$ cat src/rtl/sdram_seq_pkg.sv
package sdram_seq_pkg;

  // Command pins packed as {cs_n, ras_n, cas_n, we_n}
  typedef enum logic [3:0] {
    CMD_NOP  = 4'b0111,
    CMD_PALL = 4'b0010,
    CMD_AREF = 4'b0001,
    CMD_MRS  = 4'b0000
  } sd_cmd_e;

  typedef enum logic [3:0] {
    ST_PWRUP, ST_IPALL, ST_ITRP, ST_IAREF, ST_ITARFC, ST_MRS, ST_TMRD,
    ST_READY, ST_RPALL, ST_RTRP, ST_RAREF, ST_RTARFC
  } seq_state_e;

  // Nanoseconds to whole clocks, rounded up, never below one
  function automatic int ns_to_clk(input int ns, input int period_ps);
    int c;
    c = (ns * 1000 + period_ps - 1) / period_ps;
    return (c < 1) ? 1 : c;
  endfunction

endpackage

$ cat src/rtl/seq_timer.sv
module seq_timer #(
  parameter int W       = 8,
  parameter int RST_VAL = 0
) (
  input  logic         clk,
  input  logic         rst_n,
  input  logic         load,
  input  logic [W-1:0] load_val,
  output logic         zero
);
  logic [W-1:0] cnt_q;

  always_ff @(posedge clk) begin
    if (!rst_n)            cnt_q <= W'(RST_VAL);
    else if (load)         cnt_q <= load_val;
    else if (cnt_q != '0)  cnt_q <= cnt_q - 1'b1;
  end

  assign zero = (cnt_q == '0);

  AST_TIMER_COUNTS_DOWN: assert property (@(posedge clk) disable iff (!rst_n)
    (!load && cnt_q != '0) |=> (cnt_q == $past(cnt_q) - 1'b1));
endmodule

$ cat src/rtl/refresh_pacer.sv
module refresh_pacer #(
  parameter int INTERVAL = 1000,
  parameter int MISS_W   = 4
) (
  input  logic              clk,
  input  logic              rst_n,
  input  logic              run,
  input  logic              done,
  output logic              req,
  output logic [MISS_W-1:0] missed
);
  localparam int CW = $clog2(INTERVAL + 1);
  localparam logic [MISS_W-1:0] MISS_MAX = '1;

  logic [CW-1:0] cnt_q;
  logic          tick, pending;

  assign tick    = run && (cnt_q == '0);
  assign pending = req && !done;

  always_ff @(posedge clk) begin
    if (!rst_n) begin
      cnt_q  <= CW'(INTERVAL - 1);
      req    <= 1'b0;
      missed <= '0;
    end else begin
      if (!run || cnt_q == '0) cnt_q <= CW'(INTERVAL - 1);
      else                     cnt_q <= cnt_q - 1'b1;
      req <= tick | pending;
      if (tick && pending && missed != MISS_MAX) missed <= missed + 1'b1;
    end
  end

  AST_REQ_HELD: assert property (@(posedge clk) disable iff (!rst_n)
    (req && !done) |=> req);
  AST_MISS_SATURATES: assert property (@(posedge clk) disable iff (!rst_n)
    (missed == MISS_MAX) |=> (missed == MISS_MAX));
  AST_MISS_STEPS_BY_ONE: assert property (@(posedge clk) disable iff (!rst_n)
    1'b1 |=> (missed == $past(missed) || missed == $past(missed) + 1'b1));
endmodule

$ cat src/rtl/sdram_boot_refresh_seq.sv
module sdram_boot_refresh_seq
  import sdram_seq_pkg::*;
#(
  parameter int CLK_PERIOD_PS   = 7000,
  parameter int POWERUP_NS      = 200000,
  parameter int TRP_NS          = 20,
  parameter int TARFC_NS        = 75,
  parameter int REFI_NS         = 7800,
  parameter int INIT_REFRESHES  = 8,
  parameter int ADDR_W          = 13,
  parameter int BA_W            = 2,
  parameter int DQM_W           = 2,
  parameter logic [2:0] MR_BURST_CODE   = 3'b010,
  parameter logic       MR_INTERLEAVE   = 1'b0,
  parameter logic [2:0] MR_CAS_CODE     = 3'b011,
  parameter logic       MR_SINGLE_WRITE = 1'b0
) (
  input  logic              clk,
  input  logic              rst_n,
  input  logic              refresh_grant,
  output logic              cke,
  output logic              cs_n,
  output logic              ras_n,
  output logic              cas_n,
  output logic              we_n,
  output logic [BA_W-1:0]   ba,
  output logic [ADDR_W-1:0] addr,
  output logic [DQM_W-1:0]  dqm,
  output logic              init_done,
  output logic              refresh_req,
  output logic [3:0]        missed_refreshes
);
  localparam int PWR_CYC   = ns_to_clk(POWERUP_NS, CLK_PERIOD_PS);
  localparam int TRP_CYC   = ns_to_clk(TRP_NS, CLK_PERIOD_PS);
  localparam int TARFC_CYC = ns_to_clk(TARFC_NS, CLK_PERIOD_PS);
  localparam int REFI_CYC  = ns_to_clk(REFI_NS, CLK_PERIOD_PS);
  localparam int MRD_CYC   = 2;
  localparam int MAX_WAIT  = (PWR_CYC > TARFC_CYC) ?
                             ((PWR_CYC > TRP_CYC) ? PWR_CYC : TRP_CYC) :
                             ((TARFC_CYC > TRP_CYC) ? TARFC_CYC : TRP_CYC);
  localparam int TW        = $clog2(MAX_WAIT + 1);
  localparam int RC_W      = $clog2(INIT_REFRESHES + 1);
  localparam int AP_BIT    = 10;
  localparam logic [12:0] MODE_CORE = {3'b000, MR_SINGLE_WRITE, 2'b00,
                                       MR_CAS_CODE, MR_INTERLEAVE, MR_BURST_CODE};
  localparam logic [ADDR_W-1:0] MODE_WORD = ADDR_W'(MODE_CORE);

  seq_state_e    state_q, state_d;
  sd_cmd_e       cmd;
  logic          t_load, t_zero, seq_done;
  logic [TW-1:0] t_val;
  logic [RC_W-1:0] ref_cnt_q;

  seq_timer #(.W(TW), .RST_VAL(PWR_CYC - 1)) u_timer (
    .clk(clk), .rst_n(rst_n), .load(t_load), .load_val(t_val), .zero(t_zero));

  refresh_pacer #(.INTERVAL(REFI_CYC), .MISS_W(4)) u_pacer (
    .clk(clk), .rst_n(rst_n), .run(init_done), .done(seq_done),
    .req(refresh_req), .missed(missed_refreshes));

  always_comb begin
    state_d  = state_q;
    t_load   = 1'b0;
    t_val    = '0;
    seq_done = 1'b0;
    unique case (state_q)
      ST_PWRUP:  if (t_zero) state_d = ST_IPALL;
      ST_IPALL:  begin t_load = 1'b1; t_val = TW'(TRP_CYC - 1); state_d = ST_ITRP; end
      ST_ITRP:   if (t_zero) state_d = ST_IAREF;
      ST_IAREF:  begin t_load = 1'b1; t_val = TW'(TARFC_CYC - 1); state_d = ST_ITARFC; end
      ST_ITARFC: if (t_zero)
                   state_d = (ref_cnt_q == RC_W'(INIT_REFRESHES)) ? ST_MRS : ST_IAREF;
      ST_MRS:    begin t_load = 1'b1; t_val = TW'(MRD_CYC - 1); state_d = ST_TMRD; end
      ST_TMRD:   if (t_zero) state_d = ST_READY;
      ST_READY:  if (refresh_req && refresh_grant) state_d = ST_RPALL;
      ST_RPALL:  begin t_load = 1'b1; t_val = TW'(TRP_CYC - 1); state_d = ST_RTRP; end
      ST_RTRP:   if (t_zero) state_d = ST_RAREF;
      ST_RAREF:  begin t_load = 1'b1; t_val = TW'(TARFC_CYC - 1); state_d = ST_RTARFC; end
      ST_RTARFC: if (t_zero) begin seq_done = 1'b1; state_d = ST_READY; end
      default:   state_d = ST_PWRUP;
    endcase
  end

  always_ff @(posedge clk) begin
    if (!rst_n) begin
      state_q   <= ST_PWRUP;
      ref_cnt_q <= '0;
    end else begin
      state_q <= state_d;
      if (state_q == ST_IAREF) ref_cnt_q <= ref_cnt_q + 1'b1;
    end
  end

  always_comb begin
    unique case (state_q)
      ST_IPALL, ST_RPALL: cmd = CMD_PALL;
      ST_IAREF, ST_RAREF: cmd = CMD_AREF;
      ST_MRS:             cmd = CMD_MRS;
      default:            cmd = CMD_NOP;
    endcase
  end

  assign {cs_n, ras_n, cas_n, we_n} = cmd;
  assign addr = (cmd == CMD_MRS)  ? MODE_WORD :
                (cmd == CMD_PALL) ? (ADDR_W'(1) << AP_BIT) : '0;
  assign ba        = '0;
  assign cke       = 1'b1;
  assign dqm       = '1;
  assign init_done = (state_q == ST_READY) || (state_q == ST_RPALL) ||
                     (state_q == ST_RTRP)  || (state_q == ST_RAREF) ||
                     (state_q == ST_RTARFC);

  AST_PALL_SELECTS_ALL: assert property (@(posedge clk) disable iff (!rst_n)
    ({cs_n, ras_n, cas_n, we_n} == CMD_PALL) |-> addr[AP_BIT]);
  AST_READY_STICKY: assert property (@(posedge clk) disable iff (!rst_n)
    init_done |=> init_done);
  AST_NO_REQ_BEFORE_READY: assert property (@(posedge clk) disable iff (!rst_n)
    !init_done |-> !refresh_req);
  AST_QUIET_WHEN_IDLE: assert property (@(posedge clk) disable iff (!rst_n)
    (init_done && !refresh_req) |-> ({cs_n, ras_n, cas_n, we_n} == CMD_NOP));
endmodule

$ cat config.mk
export PLATFORM = sky130hd
export DESIGN_NAME = sdram_boot_refresh_seq
export DESIGN_NICKNAME = d
export VERILOG_FILES = /design/src/rtl/sdram_seq_pkg.sv /design/src/rtl/seq_timer.sv /design/src/rtl/refresh_pacer.sv /design/src/rtl/sdram_boot_refresh_seq.sv
export SDC_FILE = /design/constraint.sdc
export NUM_CORES = 1
export LEC_CHECK = 0
export BUFFER_PORTS_ARGS = -buffer_cell sky130_fd_sc_hd__buf_4
export CAP_MARGIN = 20
export CELL_PAD_IN_SITES_DETAIL_PLACEMENT = 1
export CELL_PAD_IN_SITES_GLOBAL_PLACEMENT = 1
export CORE_AREA = 2 2 93 95
export DETAILED_ROUTE_END_ITERATION = 6
export DIE_AREA = 0 0 95 97
export PLACE_DENSITY = 0.67
export SYNTH_ARGS = -nofsm -noshare
export SYNTH_HDL_FRONTEND = slang
export SYNTH_HIERARCHICAL = 1
export SYNTH_SLANG_ARGS = --single-unit
$ cat constraint.sdc
create_clock -name clk -period 4.9 [get_ports clk]
set_input_delay 0.735 -clock clk [delete_from_list [all_inputs] [get_ports clk]]
set_output_delay 0.735 -clock clk [all_outputs]
set_load 0.01 [all_outputs]
# [Word level (Yosys, flattened, before mapping)]
# Index checks and enable logic that the tools add are counted.
[totals] ff_bits=39 inputBits=3 elab_cells=73 out_inout_bits=28
[classes] addsub=4 eq_ne=20 n_bitwise=2 n_mux=17 reduce_logical=24
[op_table] cell="one-hot mux 4 bit (11 select lines)" n=1
[op_table] cell="2-to-1 mux 15 bit" n=2
[op_table] cell="2-to-1 mux 4 bit" n=6
[op_table] cell="2-to-1 mux 11 bit" n=2
[op_table] cell="equality test 4 bit (second input constant)" n=5
[op_table] cell="equality test 4 x 3 -> 1 bit (second input constant)" n=4
[op_table] cell="zero test 15 bit" n=1
[op_table] cell="nonzero test 15 bit" n=1
[op_table] cell="subtractor 15 x 1 -> 15 bit (second input constant)" n=1
[op_table] cell="equality test 4 x 2 -> 1 bit (second input constant)" n=3
[op_table] cell="one-hot mux 4 bit (3 select lines)" n=1
[op_table] cell="zero test 11 bit" n=1
[op_table] cell="subtractor 11 x 1 -> 11 bit (second input constant)" n=1
[op_table] cell="!= test 2 bit (second input constant)" n=5
[op_table] cell="one-hot mux 3 bit (3 select lines)" n=1
[op_table] cell="adder 4 x 1 -> 4 bit (second input constant)" n=2
[op_table] cell="zero test 4 bit" n=2
[op_table] cell="OR reduction 2 bit" n=4
[op_table] cell="AND reduction 6 bit" n=1
[op_table] cell="logical AND 1 bit" n=5
[op_table] cell="logical OR 1 bit" n=5
[op_table] cell="OR reduction 5 bit" n=1
[op_table] cell="equality test 4 x 1 -> 1 bit (second input constant)" n=1
[op_table] cell="!= test 4 bit (second input constant)" n=1
[op_table] cell="other kinds (7)" n=10

# [Depth between registers and ports, before layout]
# Gate-level depths: netlist (run 1).
[logic_depth] word_depth=8 mapped_depth=11

# [Modules after synthesis]
# The synthesis (run 1) kept the hierarchy.
[by_module_without_submodules] mod="seq_timer" seq_area_each_um2=300.3 cells_each=111 area_per_inst_um2=943.4 instances=1
[by_module_without_submodules] mod="refresh_pacer" seq_area_each_um2=320.3 cells_each=77 area_per_inst_um2=734.5 instances=1
[by_module_without_submodules] mod="sdram_boot_refresh_seq" seq_area_each_um2=160.2 cells_each=91 area_per_inst_um2=709.4 instances=1

# [Worst setup path before layout (run 1)]
# OpenSTA, ideal clock, no wires.
[synth_timing] kind="register to register" startpoint="reg u_timer.cnt_q[0]" endpoint="reg state_q[1]" t_arrival_ps=2129 setup_slack_ps=2667 setup_time_ps=103 stages_incl_launch_ff=10 cell_sequence="dfxtp_1 > inv_1 > ha_1 > nor3b_2 > nand4_1 > inv_2 > and4bb_2 > a211oi_4 > nor2_1 > a2111oi_2"
[synth_via] elab_chain_len=3
[synth_lines] element="start, declared" line="seq_timer.sv:11" text="logic [W-1:0] cnt_q;"
[synth_lines] element="start signal, assigned" line="seq_timer.sv:14" text="if (!rst_n) cnt_q <= W'(RST_VAL);"
[synth_lines] element="start signal, assigned" line="seq_timer.sv:15" text="else if (load) cnt_q <= load_val;"
[synth_lines] element="start signal, assigned" line="seq_timer.sv:16" text="else if (cnt_q != '0) cnt_q <= cnt_q - 1'b1;"
[synth_lines] element="zero test 15 bit (*)" line="seq_timer.sv:19" text="assign zero = (cnt_q == '0);"
[synth_lines] element="named net t_zero" line="sdram_boot_refresh_seq.sv:50" text="logic t_load, t_zero, seq_done;"
[synth_lines] element="!= test 2 bit (no line) / != test 2 x 1 -> 1 bit (equally long branches)"
[synth_lines] element="AND reduction 6 bit (no line) (*)"
[synth_lines] element="end signal, assigned" line="sdram_boot_refresh_seq.sv:89" text="state_q <= state_d;"
[synth_lines] element="end, declared" line="sdram_boot_refresh_seq.sv:48" text="seq_state_e state_q, state_d;"
# Mark *: on every way through the listed nets, which the timed path passes. The rest lies on a longest branch.
# A chain may end at the register's enable or synchronous reset.

# [Worst setup path in the final report (run 1)]
[layout_timing] startpoint="reg state_q[2]" endpoint="out ras_n"
[layout_via] elab_chain_len=3
[layout_lines] element="equality test 4 x 2 -> 1 bit, or another cell as far along" line="sdram_boot_refresh_seq.sv:95" text="unique case (state_q)"
[layout_lines] element="OR reduction 2 bit (no line)"
[layout_lines] element="one-hot mux 3 bit (3 select lines) (*)" line="sdram_boot_refresh_seq.sv:95"
[layout_lines] element="end, declared" line="sdram_boot_refresh_seq.sv:23" text="output logic ras_n,"
# Mark *: on every way between the ends. The rest lies on a longest branch, timed or not.

==> flow_metrics.py, run 1 <==
metrics = {
    "detailed_routing": {
        "drt_iter0_markers": 35,
        "drc": 0,
        "routedWlPerCell_um": 12.7,
        "firstDrtPassIters": 4,
        "via_count": 1956,
        "antenna_left": 0,
        "via_per_inst": 4.82,
        "routed_wl_um": 5140,
    },
    "synth": {
        "avgSynthCellArea_um2": 8.56,
        "netlist_instances": 279,
        "postSynth.asyncResetShare": 0,
        "netlist_top_cells_area": "dfxtp_1, buf_4, nor2_1",
        "yosysTopAreaCell": "dfxtp_1",
        "yosys_register_bits": 39,
        "synth_cell_type_count": 61,
        "syn_area_mm2": 0.00239,
        "synth.top_cell.area_share": 0.327,
        "synth_edf_count": 0,
        "yosysWarnings": 6,
        "synth_flop_cell": "dfxtp_1",
        "synth.most_common_cell": "dfxtp_1",
        "yosysSeqAreaShare": 0.327,
        "synthTopCellsByCount": "dfxtp_1, nor2_1, nand2_1",
    },
    "floorplan": {
        "dieArea_mm2": 0.00922,
        "start_util": 0.293,
        "ioPinCount": 31,
        "num_rows": 33,
        "die_w_um": 95,
        "core_region_area_mm2": 0.00813,
        "die_h_um": 97,
    },
    "global_route": {
        "met1_usage": 0.156,
        "grt_pass1_wl_um": 9080,
        "grt_use_met3": 0.0273,
        "grt_max_degree": 32,
        "grtUsageMet2": 0.203,
        "grt_usage": 0.121,
        "grt.busiest_layer": "met2",
        "grt_antenna_before_repair": 0,
        "grt_overflow": 0,
        "grt_pass1_vias": 1910,
    },
    "timing": {
        "hold_viol_final": 0,
        "setup_viol": 0,
        "worst_clock_skew_ns": 0.00441,
        "layout_setup_ws_ns": 1.96,
        "worst_pin_slew_ns": 0.755,
        "fin_crit_ns": 2.94,
        "fin_setup_tns_ns": 0,
        "rsz0062_at_grt": "false",
        "finalMaxSlewViolations": 0,
        "fin_crit_sh": 0.601,
        "maxSlewHeadroom": 0.497,
        "fmaxAchievable_mhz": 340,
    },
    "cts": {
        "postCtsResizedCells": 0,
        "cts_setup_buffers": 0,
        "clkTransAtPathRegs_ns": 0.09,
        "cts_buffers": 5,
        "clock_latency_ns": 0.29,
        "clock_sinks": 39,
        "clk_path_buf_depth": 2,
        "htreeDepth": 2,
        "cts_tree": "built",
        "cts_hold_buf": 0,
        "ctsRootBufferMaster": "clkbuf_8",
    },
    "pwr": {
        "leakage_uw": 0.000926,
        "swShare": 0.233,
        "p_int_uw": 481,
        "power_frac_seq": 0.514,
        "switching_power_uw": 146,
        "ir_drop_uv": 135,
        "p_per_area_mw_per_mm2": 237,
        "clock_power_share": 0.448,
        "p_comb_frac": 0.037,
    },
    "setup_path": {
        "path_class": "flop to primary output",
        "cp.required_ns": 4.16,
        "end_kind": "primary output",
        "crit_fanout": 22,
        "crit_path_start_kind": "flop",
        "crit_family": "simple AND/OR/NAND/NOR gates",
        "critPathMaxStageDelay_ns": 0.62,
        "critPathBufInv": 2,
        "worstPathCellList": "nor3b_1, and2_1, or2_1, inv_2, buf_4",
        "worstPathArrival_ns": 2.21,
        "crit_slowest_cell": "or2_1",
    },
    "layout": {
        "nFillCells": 963,
        "multi_input_area_mm2": 0.00144,
        "final_nets": 309,
        "seq_area_um2": 781,
        "area_growth_pct": 10.7,
        "drive_gt1_frac": 0.159,
        "fin_area_mm2": 0.00264,
        "diodes": 0,
    },
    "placed_design": {
        "dp_hpwl_um": 3820,
        "preCtsSetupSlack_ns": 2.16,
        "gp_congestion": 0.704,
        "postPlaceCellArea_mm2": 0.00253,
        "portBuffers": 15,
    },
    "status": {
        "status": "finished, final reports clean",
    },
    "flow_run": {
        "cap_violations": 0,
    },
    "hold_path": {
        "hp-class": "flop to flop",
    },
}
==> kinds of logic after synthesis <==
group                      share of synthesized area
muxes                                         0.0168
AOI/OAI and AO/OA                              0.149
buffers and inverters                          0.108
other                                        0.00315
xor gates and xnor gates                      0.0587
DFF                                            0.327
and+or+nand+nor                                0.306
adders and majority gates                     0.0314
==> flip-flops by register name, summed over array words and instances, names as in the netlist <==
| name | cells |
|---|---|
| u_timer/cnt_q | 15 |
| u_pacer/req | 1 |
| state_q | 4 |
| ref_cnt_q | 4 |
| u_pacer/cnt_q | 11 |
| u_pacer/missed | 4 |
==> power groups by stage <==
stage	combinational [µW]	sequential, µW	clock (µW)
6_report	23.4	323	281
5_1_grt	27.3	323	305
4_1_cts	23.7	323	292
3_5_place_dp	23.6	330	0
3_3_place_gp	23.3	330	0
2_1_floorplan	27.5	329	0
==> cell type report <==
class | instances | area share
Tap cell | 105 | 0.0497
Clock inverter | 3 | 0.0180
Sequential cell | 39 | 0.295
Inverter | 16 | 0.0227
Clock buffer | 5 | 0.0260
Multi-Input combinational cell | 223 | 0.546
Timing Repair Buffer | 15 | 0.0426
==> path summary, 6_finish.rpt <==
kind / start / end / slack [ns] / cells past startpoint
setup / recovery: state_q[2]$_SDFFE_PN0P_ / ras_n / 1.96 / 5
setup reg to reg: state_q[2]$_SDFFE_PN0P_ / u_timer/cnt_q[10]$_SDFFE_PN1P_ / 2.21 / 7
hold / removal: u_pacer/cnt_q[0]$_SDFF_PP0_ / u_pacer/cnt_q[0]$_SDFF_PP0_ / 0.49 / 1
hold reg to reg: u_pacer/cnt_q[0]$_SDFF_PP0_ / u_pacer/cnt_q[0]$_SDFF_PP0_ / 0.49 / 1
==> layout by cell type, fill, tap and decap left out, types with 5 or more instances in the layout <==
master	synthesis	final
o21ai_0	6	6
nor2_1	28	28
xor2_1	8	8
nand3_1	11	11
inv_1	13	13
or4_1	6	6
or3_1	6	6
ha_1	6	6
clkbuf_8	2	5
nor3_1	8	8
buf_4	20	15
xnor2_1	8	8
conb_1	2	27
a21boi_0	6	6
nand2_1	25	25
dfxtp_1	39	39
a21oi_1	6	6
==> metal layers <==
metal  vias to the layer above  share of wire
li1                        990              -
met1                       945           0.46
met2                        18           0.51
met3                         3          0.022
met4                         0         0.0027
met5                         -              0
==> stage by stage <==
step           cells  utilization  total power, µW  hold slack [ns]
5_1_grt          406        0.325              656            0.536
3_3_place_gp     398        0.311              353            0.453
2_1_floorplan    304            -              357            0.428
4_1_cts          406        0.325              638            0.493
6_report         406        0.325              628            0.486
3_5_place_dp     398        0.311              354            0.471
Note: power is estimated with default switching activity, not from simulation.
==> run 2, diff against run 1 <==
PLACE_DENSITY = 0.69   (was 0.67)
clock period = 2.7 ns   (was 4.9 ns; I/O delays follow)
==> flow_metrics.py, run 2 (same netlist as run 1, synthesis figures left out) <==
metrics = {
    "detailed_routing": {
        "antenna_left": 0,
        "via_count": 1964,
        "routedWlPerCell_um": 12.4,
        "drt_iter0_markers": 44,
        "via_per_inst": 4.78,
        "routed_wl_um": 5090,
        "drc": 0,
        "firstDrtPassIters": 4,
    },
    "layout": {
        "layout_common_cells": "dfxtp_1, nor2_1, conb_1",
        "final_nets": 314,
        "largestRegisters": "u_timer/cnt_q (15), u_pacer/cnt_q (11)",
        "area_growth_pct": 12.3,
        "top_register": "u_timer/cnt_q",
        "drive_gt1_frac": 0.173,
        "fin_area_mm2": 0.00268,
        "diodes": 0,
        "multi_input_area_mm2": 0.00144,
        "layout_commonest_cell": "dfxtp_1",
        "largest_register_ff_count": 15,
        "nFillCells": 968,
        "seq_area_um2": 781,
    },
    "hold_path": {
        "hold_end": "u_timer/cnt_q[1]$_SDFFE_PN1P_",
        "hp-class": "input port to flop",
        "hold_path.startpoint": "rst_n",
        "whs_path_depth": 2,
    },
    "floorplan": {
        "dieArea_mm2": 0.00922,
        "die_h_um": 97,
        "num_rows": 33,
        "die_w_um": 95,
        "ioPinCount": 31,
        "start_util": 0.293,
        "core_region_area_mm2": 0.00813,
    },
    "global_route": {
        "grt_antenna_before_repair": 0,
        "grt_max_degree": 32,
        "grt_pass1_vias": 1973,
        "grt_pass1_wl_um": 9040,
        "grt_overflow": 0,
        "grt_usage": 0.118,
    },
    "setup_path": {
        "r2r-end": "u_pacer/missed[3]$_SDFFE_PN0P_",
        "reg2regPathDepth": 11,
        "cp.required_ns": 2.93,
        "crit_fanout": 6,
        "rrSetupSlack_ns": 0.26,
        "end_kind": "flop",
        "r2r-start": "u_timer/cnt_q[0]$_SDFFE_PN1P_",
        "worstPathArrival_ns": 2.67,
        "crit_path_start_kind": "flop",
        "path_class": "flop to flop",
    },
    "placed_design": {
        "portBuffers": 15,
        "dp_hpwl_um": 3730,
        "postPlaceCellArea_mm2": 0.00256,
        "gp_congestion": 0.752,
    },
    "timing": {
        "fin_crit_ns": 2.44,
        "fin_crit_sh": 0.904,
        "hold-worst-slack_ns": 0.462,
        "finalMaxSlewViolations": 0,
        "hold_viol_final": 0,
        "worst_clock_skew_ns": 0.0122,
        "setup_viol": 0,
        "fin_setup_tns_ns": 0,
        "rsz0062_at_grt": "false",
        "fmaxAchievable_mhz": 410,
        "maxSlewHeadroom": 0.555,
        "worst_pin_slew_ns": 0.663,
    },
    "pwr": {
        "leakage_uw": 0.000949,
        "p_per_area_mw_per_mm2": 422,
        "ir_drop_uv": 362,
        "power_uw": 1130,
    },
    "cts": {
        "clock_latency_ns": 0.29,
        "cts_tree": "built",
        "clock_sinks": 39,
        "clkTransAtPathRegs_ns": 0.09,
        "ctsRootBufferMaster": "clkbuf_8",
        "clk_path_buf_depth": 2,
        "cts_setup_buffers": 0,
        "htreeDepth": 2,
        "cts_hold_buf": 0,
        "postCtsResizedCells": 0,
        "cts_buffers": 5,
    },
    "flow_run": {
        "cap_violations": 0,
    },
    "status": {
        "status": "finished, final reports clean",
    },
}
run 2: worst max-delay path by stage:
stage,start,to,depth (start not counted)
6_report,u_timer/cnt_q[0]$_SDFFE_PN1P_,u_pacer/missed[3]$_SDFFE_PN0P_,11
5_1_grt,u_timer/cnt_q[0]$_SDFFE_PN1P_,u_pacer/missed[3]$_SDFFE_PN0P_,11
3_5_place_dp,u_timer/cnt_q[0]$_SDFFE_PN1P_,state_q[1]$_SDFFE_PN0P_,9
3_3_place_gp,u_timer/cnt_q[0]$_SDFFE_PN1P_,u_pacer/missed[3]$_SDFFE_PN0P_,11
2_1_floorplan,u_timer/cnt_q[0]$_SDFFE_PN1P_,state_q[1]$_SDFFE_PN0P_,9
4_1_cts,u_timer/cnt_q[0]$_SDFFE_PN1P_,u_pacer/missed[3]$_SDFFE_PN0P_,11
run 2: cell type report:
class,count,area share
Multi-Input combinational cell,223,0.538
Sequential cell,39,0.291
Timing Repair Buffer,20,0.0560
Tap cell,105,0.0490
Clock buffer,5,0.0257
Inverter,16,0.0224
Clock inverter,3,0.0173
run 2: power breakdown:
group	switching, µW	total, µW	leakage (µW)	internal, µW
clock	224	503	0.0000548	279
combinational	28.9	43.0	0.000579	14.1
sequential	6.44	586	0.000315	579
total	260	1130	0.000949	872
run 2: critical path, stage by stage, from the launching register on:
cell      delay, ns
dfxtp_1        0.37
inv_1          0.09
ha_1           0.23
nor3b_2        0.17
nand4_1        0.22
inv_2          0.11
nand3_1        0.12
nor2_1         0.04
nand2b_1       0.16
a31o_2         0.25
or4_1          0.47
a21boi_1       0.14
run 2: metal layers:
| metal | GRT usage | wire [µm] | part of all wire | up-vias |
|---|---|---|---|---|
| li1 | - | - | - | 994 |
| met3 | 0.0234 | 119 | 0.023 | 4 |
| met5 | 0 | 0 | 0 | - |
| met4 | 0.0245 | 38 | 0.0075 | 0 |
| met2 | 0.205 | 2640 | 0.52 | 20 |
| met1 | 0.150 | 2290 | 0.45 | 946 |
run 2: stage by stage:
stage	worst slack (ns)	instances	utilization
after floorplan	0.467	304	-
after CTS	0.230	411	0.329
after global routing	0.0309	411	0.329
after detailed placement	0.271	403	0.315
final	0.259	411	0.329
after global placement	0.360	403	0.315
==> run 3, diff against run 2 <==
CORE_AREA = 2 2 91 93   (was 2 2 93 95)
DIE_AREA = 0 0 93 95   (was 0 0 95 97)
PLACE_DENSITY = 0.7   (was 0.69)
SYNTH_HIERARCHICAL = default   (was 1)
==> flow_metrics.py, run 3 <==
metrics = {
    "global_route": {
        "grt_antenna_before_repair": 0,
        "grt_max_degree": 36,
        "grt_use_met3": 0.0200,
        "met1_usage": 0.154,
        "grt_overflow": 0,
        "grt.busiest_layer": "met2",
        "grtUsageMet2": 0.225,
        "grt_pass1_wl_um": 9040,
        "grt_usage": 0.126,
        "grt_pass1_vias": 1970,
    },
    "pwr": {
        "ir_drop_uv": 150,
        "p_per_area_mw_per_mm2": 400,
        "leakage_uw": 0.000892,
    },
    "layout": {
        "nFillCells": 976,
        "largestRegisters": "u_timer.cnt_q (15), u_pacer.cnt_q (11)",
        "top_register": "u_timer.cnt_q",
        "layout_common_cells": "dfxtp_1, nand2_1, buf_4",
        "largest_register_ff_count": 15,
        "area_growth_pct": 11.5,
        "fin_util": 0.321,
        "layout_commonest_cell": "dfxtp_1",
        "diodes": 0,
        "final_nets": 296,
        "drive_gt1_frac": 0.142,
    },
    "placed_design": {
        "dp_hpwl_um": 3880,
        "portBuffers": 15,
        "gp_congestion": 0.775,
    },
    "floorplan": {
        "die_w_um": 93,
        "num_rows": 33,
        "die_h_um": 95,
        "start_util": 0.288,
        "dieArea_mm2": 0.00884,
        "core_region_area_mm2": 0.00793,
        "ioPinCount": 31,
    },
    "synth": {
        "synth_cell_type_count": 60,
        "synth.most_common_cell": "dfxtp_1",
        "synth_flop_cell": "dfxtp_1",
        "synth-compound-area-share": 0.185,
        "yosysWarnings": 0,
        "postSynth.asyncResetShare": 0,
        "synth_edf_count": 0,
        "yosys.area_share.adder": 0.0329,
        "yosysSeqAreaShare": 0.342,
        "syn_area_mm2": 0.00228,
        "synth_xor_area_frac": 0.0614,
        "avgSynthCellArea_um2": 8.42,
        "yosysTopAreaCell": "dfxtp_1",
        "synth.top_cell.area_share": 0.342,
        "yosys_register_bits": 39,
        "synthTopCellsByCount": "dfxtp_1, nand2_1, nor2_1",
        "netlist_top_cells_area": "dfxtp_1, buf_4, nand2_1",
        "yosys.area_share.simple": 0.258,
        "synth.area.mux_share": 0.0285,
        "netlist_instances": 271,
        "synth_top_family_by_area": "simple AND/OR/NAND/NOR gates",
    },
    "cts": {
        "cts_hold_buf": 0,
        "clkTransAtPathRegs_ns": 0.08,
        "postCtsResizedCells": 0,
        "htreeDepth": 2,
        "ctsRootBufferMaster": "clkbuf_8",
        "cts_tree": "built",
        "cts_buffers": 5,
        "clock_sinks": 39,
        "cts_setup_buffers": 0,
        "clock_latency_ns": 0.29,
        "clk_path_buf_depth": 2,
    },
    "timing": {
        "fin_setup_tns_ns": 0,
        "maxSlewHeadroom": 0.529,
        "rsz0062_at_grt": "false",
        "fin_crit_ns": 2.31,
        "fin_crit_sh": 0.856,
        "worst_clock_skew_ns": 0.00952,
        "finalMaxSlewViolations": 0,
        "hold_viol_final": 0,
        "setup_viol": 0,
        "fmaxAchievable_mhz": 433,
        "worst_pin_slew_ns": 0.702,
    },
    "detailed_routing": {
        "routedWlPerCell_um": 13.5,
        "via_count": 1973,
        "via_per_inst": 5.02,
        "firstDrtPassIters": 4,
        "routed_wl_um": 5300,
        "antenna_left": 0,
        "drc": 0,
        "drt_iter0_markers": 68,
    },
    "status": {
        "status": "finished, final reports clean",
    },
    "setup_path": {
        "path_class": "flop to flop",
        "cp.required_ns": 2.92,
        "end_kind": "flop",
        "crit_path_start_kind": "flop",
        "crit_fanout": 6,
        "worstPathArrival_ns": 2.54,
    },
    "hold_path": {
        "hp-class": "input port to flop",
    },
    "flow_run": {
        "cap_violations": 0,
    },
}
-- run 3: cell type report --
class                           instances  area [µm²]  area share
Clock buffer                            5        68.8      0.0270
Timing Repair Buffer                   23         173      0.0678
Sequential cell                        39         781       0.307
Clock inverter                          3        15.0     0.00590
Tap cell                              105         131      0.0516
Multi-Input combinational cell        210        1350       0.529
Inverter                                8        30.0      0.0118
-- run 3: power breakdown --
part           switching, µW  total, µW  internal, µW
logic                   28.6       44.2          15.5
registers               5.28        584           579
clock network            213        390           177
total                    246       1020           772
-- run 3: cell families (layout without fill, tap and decap cells) --
logic type | Yosys count | count (layout)
flip-flops | 39 | 39
multiplexers | 6 | 6
buffers and inverters | 35 | 39
adder cells (fa/ha/maj) | 6 | 6
AND/OR/NAND/NOR | 109 | 109
other | 2 | 15
AO/OA/AOI/OAI | 58 | 58
XOR/XNOR | 16 | 16
-- run 3: path summary, 6_finish.rpt --
path / from / endpoint / slack [ns] / depth (start not counted)
min reg2reg: u_pacer.cnt_q[0]$_SDFF_PP0_ / u_pacer.cnt_q[0]$_SDFF_PP0_ / 0.47 / 1
min: refresh_grant / state_q[3]$_SDFFE_PN0P_ / 0.40 / 3
max reg2reg: u_timer.cnt_q[0]$_SDFFE_PN1P_ / u_timer.cnt_q[1]$_SDFFE_PN1P_ / 0.39 / 6
max: u_timer.cnt_q[0]$_SDFFE_PN1P_ / u_timer.cnt_q[1]$_SDFFE_PN1P_ / 0.39 / 6
-- run 3: per-layer routing --
| metal | routed length [µm] | vias to the layer above |
|---|---|---|
| met5 | 0 | - |
| met4 | 53 | 0 |
| met3 | 134 | 4 |
| met2 | 2690 | 22 |
| met1 | 2430 | 965 |
| li1 | - | 982 |
-- run 3: worst max-delay path, cell delays in order (launching register included) --
cell and delay (ns):
dfxtp_1 0.33, inv_1 0.09, ha_1 0.22, or4b_4 0.53, or4_4 0.61, mux2_4 0.33
o221ai_2 0.14
-- run 3: metrics by stage --
step	area, µm²	power, µW	cells	worst slack (ns)	hold WS, ns
4_1_cts	2540	1030	393	0.382	0.393
5_1_grt	2540	1060	393	0.198	0.403
6_report	2540	1020	393	0.389	0.401
3_3_place_gp	2460	640	385	0.459	0.444
3_5_place_dp	2460	642	385	0.404	0.453
2_1_floorplan	2330	647	284	0.450	0.426
